===== config.mk =====
export PLATFORM = sky130hd
export DESIGN_NAME = sysclk_mode_ctrl
export DESIGN_NICKNAME = d
export VERILOG_FILES = /design/src/rtl/sysclk_pkg.sv /design/src/rtl/sysclk_ctrl.sv /design/src/rtl/sysclk_dpath.sv /design/src/rtl/sysclk_mode_ctrl.sv
export SDC_FILE = /design/constraint.sdc
export NUM_CORES = 1
export LEC_CHECK = 0
export ABC_AREA = 1
export ABC_CLOCK_PERIOD_IN_PS = 2110
export BUFFER_PORTS_ARGS = -buffer_cell sky130_fd_sc_hd__buf_2
export CORE_UTILIZATION = 52
export DETAILED_ROUTE_END_ITERATION = 16
export PLACE_DENSITY = 0.75
export SETUP_SLACK_MARGIN = 0.4
export SYNTH_ARGS = -nofsm -noshare
export SYNTH_HDL_FRONTEND = slang
export SYNTH_SLANG_ARGS = --single-unit

===== constraint.sdc =====
create_clock -name clk -period 2.11 [get_ports clk]
set_clock_uncertainty 0.1 [all_clocks]
set_input_delay 0.1055 -clock clk [delete_from_list [all_inputs] [get_ports clk]]
set_output_delay 0.1055 -clock clk [all_outputs]
set_load 0.005 [all_outputs]

===== src/rtl/sysclk_pkg.sv =====
package sysclk_pkg;
  localparam logic [1:0] MODE_SUB  = 2'b00;
  localparam logic [1:0] MODE_BAD  = 2'b01;
  localparam logic [1:0] MODE_MAIN = 2'b10;
  localparam logic [1:0] MODE_PLL  = 2'b11;

  localparam int DIV_W = 4;

  typedef struct packed {
    logic selLoad;
    logic modeGo;
    logic subOscEn;
    logic pllEn;
  } ctrlStrobe_t;

  function automatic logic [2:0] srcOneHot(input logic [1:0] m);
    case (m)
      MODE_SUB: srcOneHot = 3'b001;
      MODE_PLL: srcOneHot = 3'b100;
      default:  srcOneHot = 3'b010;
    endcase
  endfunction

  function automatic logic [DIV_W-1:0] divLastOf(input logic [1:0] code);
    case (code)
      2'b00:   divLastOf = DIV_W'(0);
      2'b01:   divLastOf = DIV_W'(3);
      2'b10:   divLastOf = DIV_W'(7);
      default: divLastOf = DIV_W'(15);
    endcase
  endfunction
endpackage


===== src/rtl/sysclk_ctrl.sv =====
module sysclk_ctrl
  import sysclk_pkg::*;
#(
  parameter bit TWO_CLK = 1'b1
) (
  input  logic        clk,
  input  logic        rstN,
  input  logic        wrEn,
  input  logic [1:0]  wrSel,
  input  logic [1:0]  selQ,
  input  logic        subStopQ,
  input  logic        subReady,
  input  logic        pllLock,
  output logic [1:0]  curMode,
  output logic [2:0]  srcEn,
  output ctrlStrobe_t strobe
);
  logic pending;
  logic selValid;
  logic goNow;

  always_comb begin
    pending  = (selQ != curMode);
    selValid = (wrSel == MODE_MAIN) || (wrSel == MODE_PLL) ||
               (TWO_CLK && (wrSel == MODE_SUB));
    case (selQ)
      MODE_MAIN: goNow = pending;
      MODE_PLL:  goNow = pending && pllLock;
      MODE_SUB:  goNow = pending && subReady && TWO_CLK;
      default:   goNow = 1'b0;
    endcase
  end

  always_comb begin
    strobe.selLoad  = wrEn && !pending && selValid;
    strobe.modeGo   = goNow;
    strobe.subOscEn = TWO_CLK && ((curMode == MODE_SUB) || (selQ == MODE_SUB) || !subStopQ);
    strobe.pllEn    = (curMode == MODE_PLL) || (selQ == MODE_PLL);
  end

  always_ff @(posedge clk) begin
    if (!rstN)      curMode <= MODE_MAIN;
    else if (goNow) curMode <= selQ;
  end

  always_comb srcEn = srcOneHot(curMode);

  p_mode_legal_r2: assert property (@(posedge clk) disable iff (!rstN)
    curMode != MODE_BAD);

  p_pll_entry_r6: assert property (@(posedge clk) disable iff (!rstN)
    (curMode == MODE_PLL && $past(curMode) != MODE_PLL) |-> $past(pllLock));

  p_sub_entry_r7: assert property (@(posedge clk) disable iff (!rstN)
    (curMode == MODE_SUB && $past(curMode) != MODE_SUB) |-> $past(subReady));

  p_no_sub_single_r4: assert property (@(posedge clk) disable iff (!rstN)
    !TWO_CLK |-> (curMode != MODE_SUB && selQ != MODE_SUB));
endmodule


===== src/rtl/sysclk_dpath.sv =====
module sysclk_dpath
  import sysclk_pkg::*;
#(
  parameter bit TWO_CLK  = 1'b1,
  parameter int SUB_WAIT = 256
) (
  input  logic        clk,
  input  logic        rstN,
  input  logic        wrEn,
  input  logic [7:0]  wrData,
  input  ctrlStrobe_t strobe,
  input  logic [1:0]  curMode,
  output logic [1:0]  selQ,
  output logic        subStopQ,
  output logic        subReady,
  output logic [1:0]  divQ,
  output logic        mclkTick,
  output logic [7:0]  rdData
);
  localparam int SUB_CW = $clog2(SUB_WAIT + 1);
  localparam logic [SUB_CW-1:0] SUB_DONE = SUB_CW'(SUB_WAIT);

  logic unusedMonWr;
  assign unusedMonWr = ^wrData[7:6];

  always_ff @(posedge clk) begin
    if (!rstN)               selQ <= MODE_MAIN;
    else if (strobe.selLoad) selQ <= wrData[5:4];
  end

  always_ff @(posedge clk) begin
    if (!rstN)     divQ <= 2'b00;
    else if (wrEn) divQ <= wrData[1:0];
  end

  generate
    if (TWO_CLK) begin : g_sub
      logic [SUB_CW-1:0] subCnt;

      always_ff @(posedge clk) begin
        if (!rstN)     subStopQ <= 1'b0;
        else if (wrEn) subStopQ <= wrData[2];
      end

      always_ff @(posedge clk) begin
        if (!rstN || !strobe.subOscEn) subCnt <= '0;
        else if (subCnt != SUB_DONE)   subCnt <= subCnt + 1'b1;
      end

      assign subReady = (subCnt == SUB_DONE);

      p_sub_stop_r8: assert property (@(posedge clk) disable iff (!rstN)
        !strobe.subOscEn |=> !subReady);
    end else begin : g_nosub
      logic unusedSubWr;
      assign unusedSubWr = ^wrData[3:2];
      assign subStopQ    = 1'b0;
      assign subReady    = 1'b0;
    end
  endgenerate

  logic [DIV_W-1:0] divCnt;
  logic [DIV_W-1:0] divLast;
  logic             divRestart;

  always_comb begin
    divLast    = divLastOf(divQ);
    divRestart = strobe.modeGo || (wrEn && (wrData[1:0] != divQ));
  end

  always_ff @(posedge clk) begin
    if (!rstN || divRestart)   divCnt <= '0;
    else if (divCnt >= divLast) divCnt <= '0;
    else                        divCnt <= divCnt + 1'b1;
  end

  assign mclkTick = (divCnt == '0);
  assign rdData   = {curMode, selQ, subReady, subStopQ, divQ};

  p_sel_lock_r3: assert property (@(posedge clk) disable iff (!rstN)
    (selQ != curMode) |=> (selQ == $past(selQ)));

  p_div_range_r9: assert property (@(posedge clk) disable iff (!rstN)
    divCnt <= divLast);

  p_restart_r10: assert property (@(posedge clk) disable iff (!rstN)
    divRestart |=> mclkTick);
endmodule


===== src/rtl/sysclk_mode_ctrl.sv =====
module sysclk_mode_ctrl
  import sysclk_pkg::*;
#(
  parameter bit TWO_CLK  = 1'b1,
  parameter int SUB_WAIT = 256
) (
  input  logic       clk,
  input  logic       rstN,
  input  logic       wrEn,
  input  logic [7:0] wrData,
  input  logic       pllLock,
  output logic [7:0] rdData,
  output logic [1:0] modeOut,
  output logic [2:0] srcEn,
  output logic       subOscEn,
  output logic       pllEn,
  output logic [1:0] divSel,
  output logic       mclkTick
);
  ctrlStrobe_t strobe;
  logic [1:0]  curMode;
  logic [1:0]  selQ;
  logic        subStopQ;
  logic        subReady;

  sysclk_ctrl #(.TWO_CLK(TWO_CLK)) u_ctrl (
    .clk(clk), .rstN(rstN), .wrEn(wrEn), .wrSel(wrData[5:4]),
    .selQ(selQ), .subStopQ(subStopQ), .subReady(subReady), .pllLock(pllLock),
    .curMode(curMode), .srcEn(srcEn), .strobe(strobe)
  );

  sysclk_dpath #(.TWO_CLK(TWO_CLK), .SUB_WAIT(SUB_WAIT)) u_dpath (
    .clk(clk), .rstN(rstN), .wrEn(wrEn), .wrData(wrData), .strobe(strobe),
    .curMode(curMode), .selQ(selQ), .subStopQ(subStopQ), .subReady(subReady),
    .divQ(divSel), .mclkTick(mclkTick), .rdData(rdData)
  );

  assign modeOut  = curMode;
  assign subOscEn = strobe.subOscEn;
  assign pllEn    = strobe.pllEn;
endmodule


==> metrics.md <==
| Metric | Value |
|---|---|
| Final Hold Vio Count | `0` |
| Max-cap violations | `0` |
| GR Overflow Total | `0` |
| Worst reg-to-reg setup slack | `between 500 and 600 ps` |
| Cell Area, Synth | `about 1200 um^2` |
| Syn Area/Cell | `just over 7 um^2` |
| Crit share post-route | `between 70% and 80%` |
| TritonCTS clock tree | `built` |
| Via count | `1033` |
| Post-Synthesis Cells | `between 150 and 200` |
| Slew Limit Fails | `0` |
| Number of buffers created by CTS | `3` |
| Initial antenna violation count | `0` |
| FF-to-FF Start | `u_dpath.g_sub.subCnt[0]` |
| DRT iter0 DRCs | `20` |
| Largest net degree at the start of global routing | `12` |
| Cell variety after synth | `19` |
| Routed wire length | `2.27 mm` |
| Slew @ Worst Pin | `approximately 320 ps` |
| Worst vdd ir | `about 0.64 mV` |
| Yosys reg bits | `20` |
| WP data arrival | `between 1000 and 1500 ps` |
| Synth Area in Simple Gates | `25.9%` |
| Synth warnings | `0` |
| Total Power | `between 1 and 1.5 mW` |
| Commonest non-fill, non-tap cell in the layout | `nand2_1` |
| Port-buffer cells | `26` |
| TritonRoute pass-1 iters | `4` |
| Minimum clock period | `1610 ps` |
| Die height | `between 40 and 50 um` |
| Initial core utilization | `between 50% and 60%` |
| Net Count, Synth | `around 190` |
| Final ANT Viol Nets | `0` |
| Setup TNS | `0 ps` |
| Final net count | `roughly 220` |
| Fin util | `roughly 68%` |
| Synth Area in Compound Gates | `under 10%` |
| Post-synthesis sequential area ratio | `between 30% and 40%` |
| Die footprint | `roughly 2500 um^2` |
| CP required | `between 1500 and 2000 ps` |
| Power Density | `just under 900 nW/um^2` |
| Min Hold Slack | `11.9 ps` |
| Worst setup path end | `rdData[3]` |
| Average wire per standard cell | `~10 um` |
| RSZ-0062 raised after global routing | `yes` |
| Worst slack, placed | `roughly 460 ps` |
| Mux share of post-synthesis cell area | `0%` |
| R2R depth | `11` |
| Via-per-instance ratio | `~4.8` |
| Adder-cell share of the synthesized area | `14.9%` |
| Hold WC Path Type | `in2reg` |
| Core box area | `~2000 um^2` |
| Critical Path End Type | `primary output` |
| Synth top area cells | `dfxtp_1 34%, ha_1 15%, nand2_1 11%` |
| FMAX | `between 0.6 and 0.7 GHz` |
| P&R area growth vs syn | `17.9%` |
| First-pass GRT wire length | `3.98 mm` |
| Gpl congestion | `between 0.7 and 0.8` |
| Final worst slack | `about 500 ps` |
| Max_slew headroom | `just under 80%` |
| Crit path from | `u_dpath.g_sub.subCnt[0]` |
| LEAKAGE | `slightly below 0.7 nW` |
| Largest family of logic cells by synthesized area | `simple AND/OR/NAND/NOR gates` |
| Max Fanout on Critical Path | `5` |
| Remaining DRCs | `0` |
| Layout cells sized above 1 | `a little under a quarter` |
| # clock sinks | `20` |
| Synth Area in XOR/XNOR | `roughly 5.2%` |
| Most frequent cells in the layout | `32 x nand2_1, 26 x buf_2, 24 x inv_1, 20 x nor2_1, 15 x dfxtp_1` |
| CTS clock-pin slew for the worst setup and hold paths | `roughly 110 ps` |
| Ports | `30` |
| Clk Latency, worst-skew pair | `~290 ps` |
| Worst reg2reg endpoint | `u_dpath.divCnt[0]` |
| Top cell type's share of synthesized area | `between 30 and 40%` |
| Crit start category | `flop` |
| Chip width | `a little under 50 um` |
| Antenna cells | `0` |
| Site Rows | `16` |
| Bufs on Longest Clock Path | `2` |
| Hpwl dp | `about 1.8 mm` |
| Clk root buf | `clkbuf_4` |
| Setup-failing EPs final | `0` |
| Status | `finished, final reports clean` |
| Crit Path Class | `reg2out` |
| H-tree levels | `1` |
| Vias in the first global route | `980` |
| Cell taking the most area after synthesis | `dfxtp_1` |
| GRT Total Usage | `20.6%` |
layer usage:
layer | global-route usage (%) | part of all wire (%) | up-vias
met2 | 40.1 | 53 | 15
met4 | 5.71 | 0.44 | 0
met1 | 23.4 | 44 | 463
li1 | - | - | 553
met5 | 0 | 0 | -
met3 | 1.85 | 2.2 | 2
synthesized netlist by cell type:
master,n
nand3_1,8
inv_1,25
buf_2,1
ha_1,14
buf_4,6
dfxtp_1,20
nor3b_1,2
nor2_1,21
or2_0,1
xnor2_1,5
a21oi_1,11
or2_2,2
a211oi_1,1
nand2_1,33
nand2_2,1
nor3_2,1
o21ai_0,6
xor2_1,2
nand4_1,2
cell type report:
class | count | area, um^2
inverter | 25 | 93.8
timing repair buffer | 31 | 178
sequential | 20 | 409
tap | 27 | 33.8
fill | 190 | 652
clock buffer | 4 | 36.3
multi-input combinational | 110 | 639
worst min path at each step:
stage / end / start / depth (start not counted) / slack, ps
final: u_dpath.selQ[1] / wrData[4] / 5 / 10
after floorplan: u_dpath.divQ[0] / wrData[0] / 2 / 140
after detailed placement: u_dpath.subStopQ / wrData[2] / 3 / 260
after global routing: u_dpath.divQ[1] / wrData[1] / 3 / 50
after CTS: u_dpath.selQ[1] / wrData[4] / 5 / 8
after global placement: u_dpath.subStopQ / wrData[2] / 3 / 230
worst max-delay path, cell delays in order, from the launching register on:
cell and delay [ps]:
dfxtp_2 390, inv_1 80, ha_1 190, nand2_1 60, nor2_1 40, nand2_1 150
inv_2 70, buf_2 130
power by group:
group	internal [mW]	switching (mW)
registers	0.430	0.0738
clock network	0.105	0.110
logic	0.243	0.280
total	0.778	0.464
repair_timing:
item / 4_1_cts / 5_1_grt
hold buffers: 4 / 0
hold endpoints to repair: 6 / 0
buffers inserted: 0 / 1
endpoints found under the setup margin: 0 / 8
gates resized for setup: 0 / 10
state kept, by name, indices dropped and copies added, names as in the netlist:
| register | flops |
|---|---|
| u_dpath.divQ | 2 |
| u_ctrl.curMode | 2 |
| u_dpath.selQ | 2 |
| u_dpath.divCnt | 4 |
| u_dpath.subStopQ | 1 |
| u_dpath.g_sub.subCnt | 9 |
logic make-up (layout without fill, tap and decap cells):
group                    count (synthesis)  count (layout)
buffers and inverters                   32              60
AO/OA/AOI/OAI                           18              18
flip-flops                              20              20
adder cells (fa/ha/maj)                 14              14
AND/OR/NAND/NOR                         71              71
XOR/XNOR                                 7               7
per-stage QoR:
stage,cell area [um^2],std cells
detailed placement,1290,208
floorplan,1180,162
global route,1390,217
CTS,1370,216
finish,1390,217
global placement,1290,208
Power figures use the tool's default switching activity.
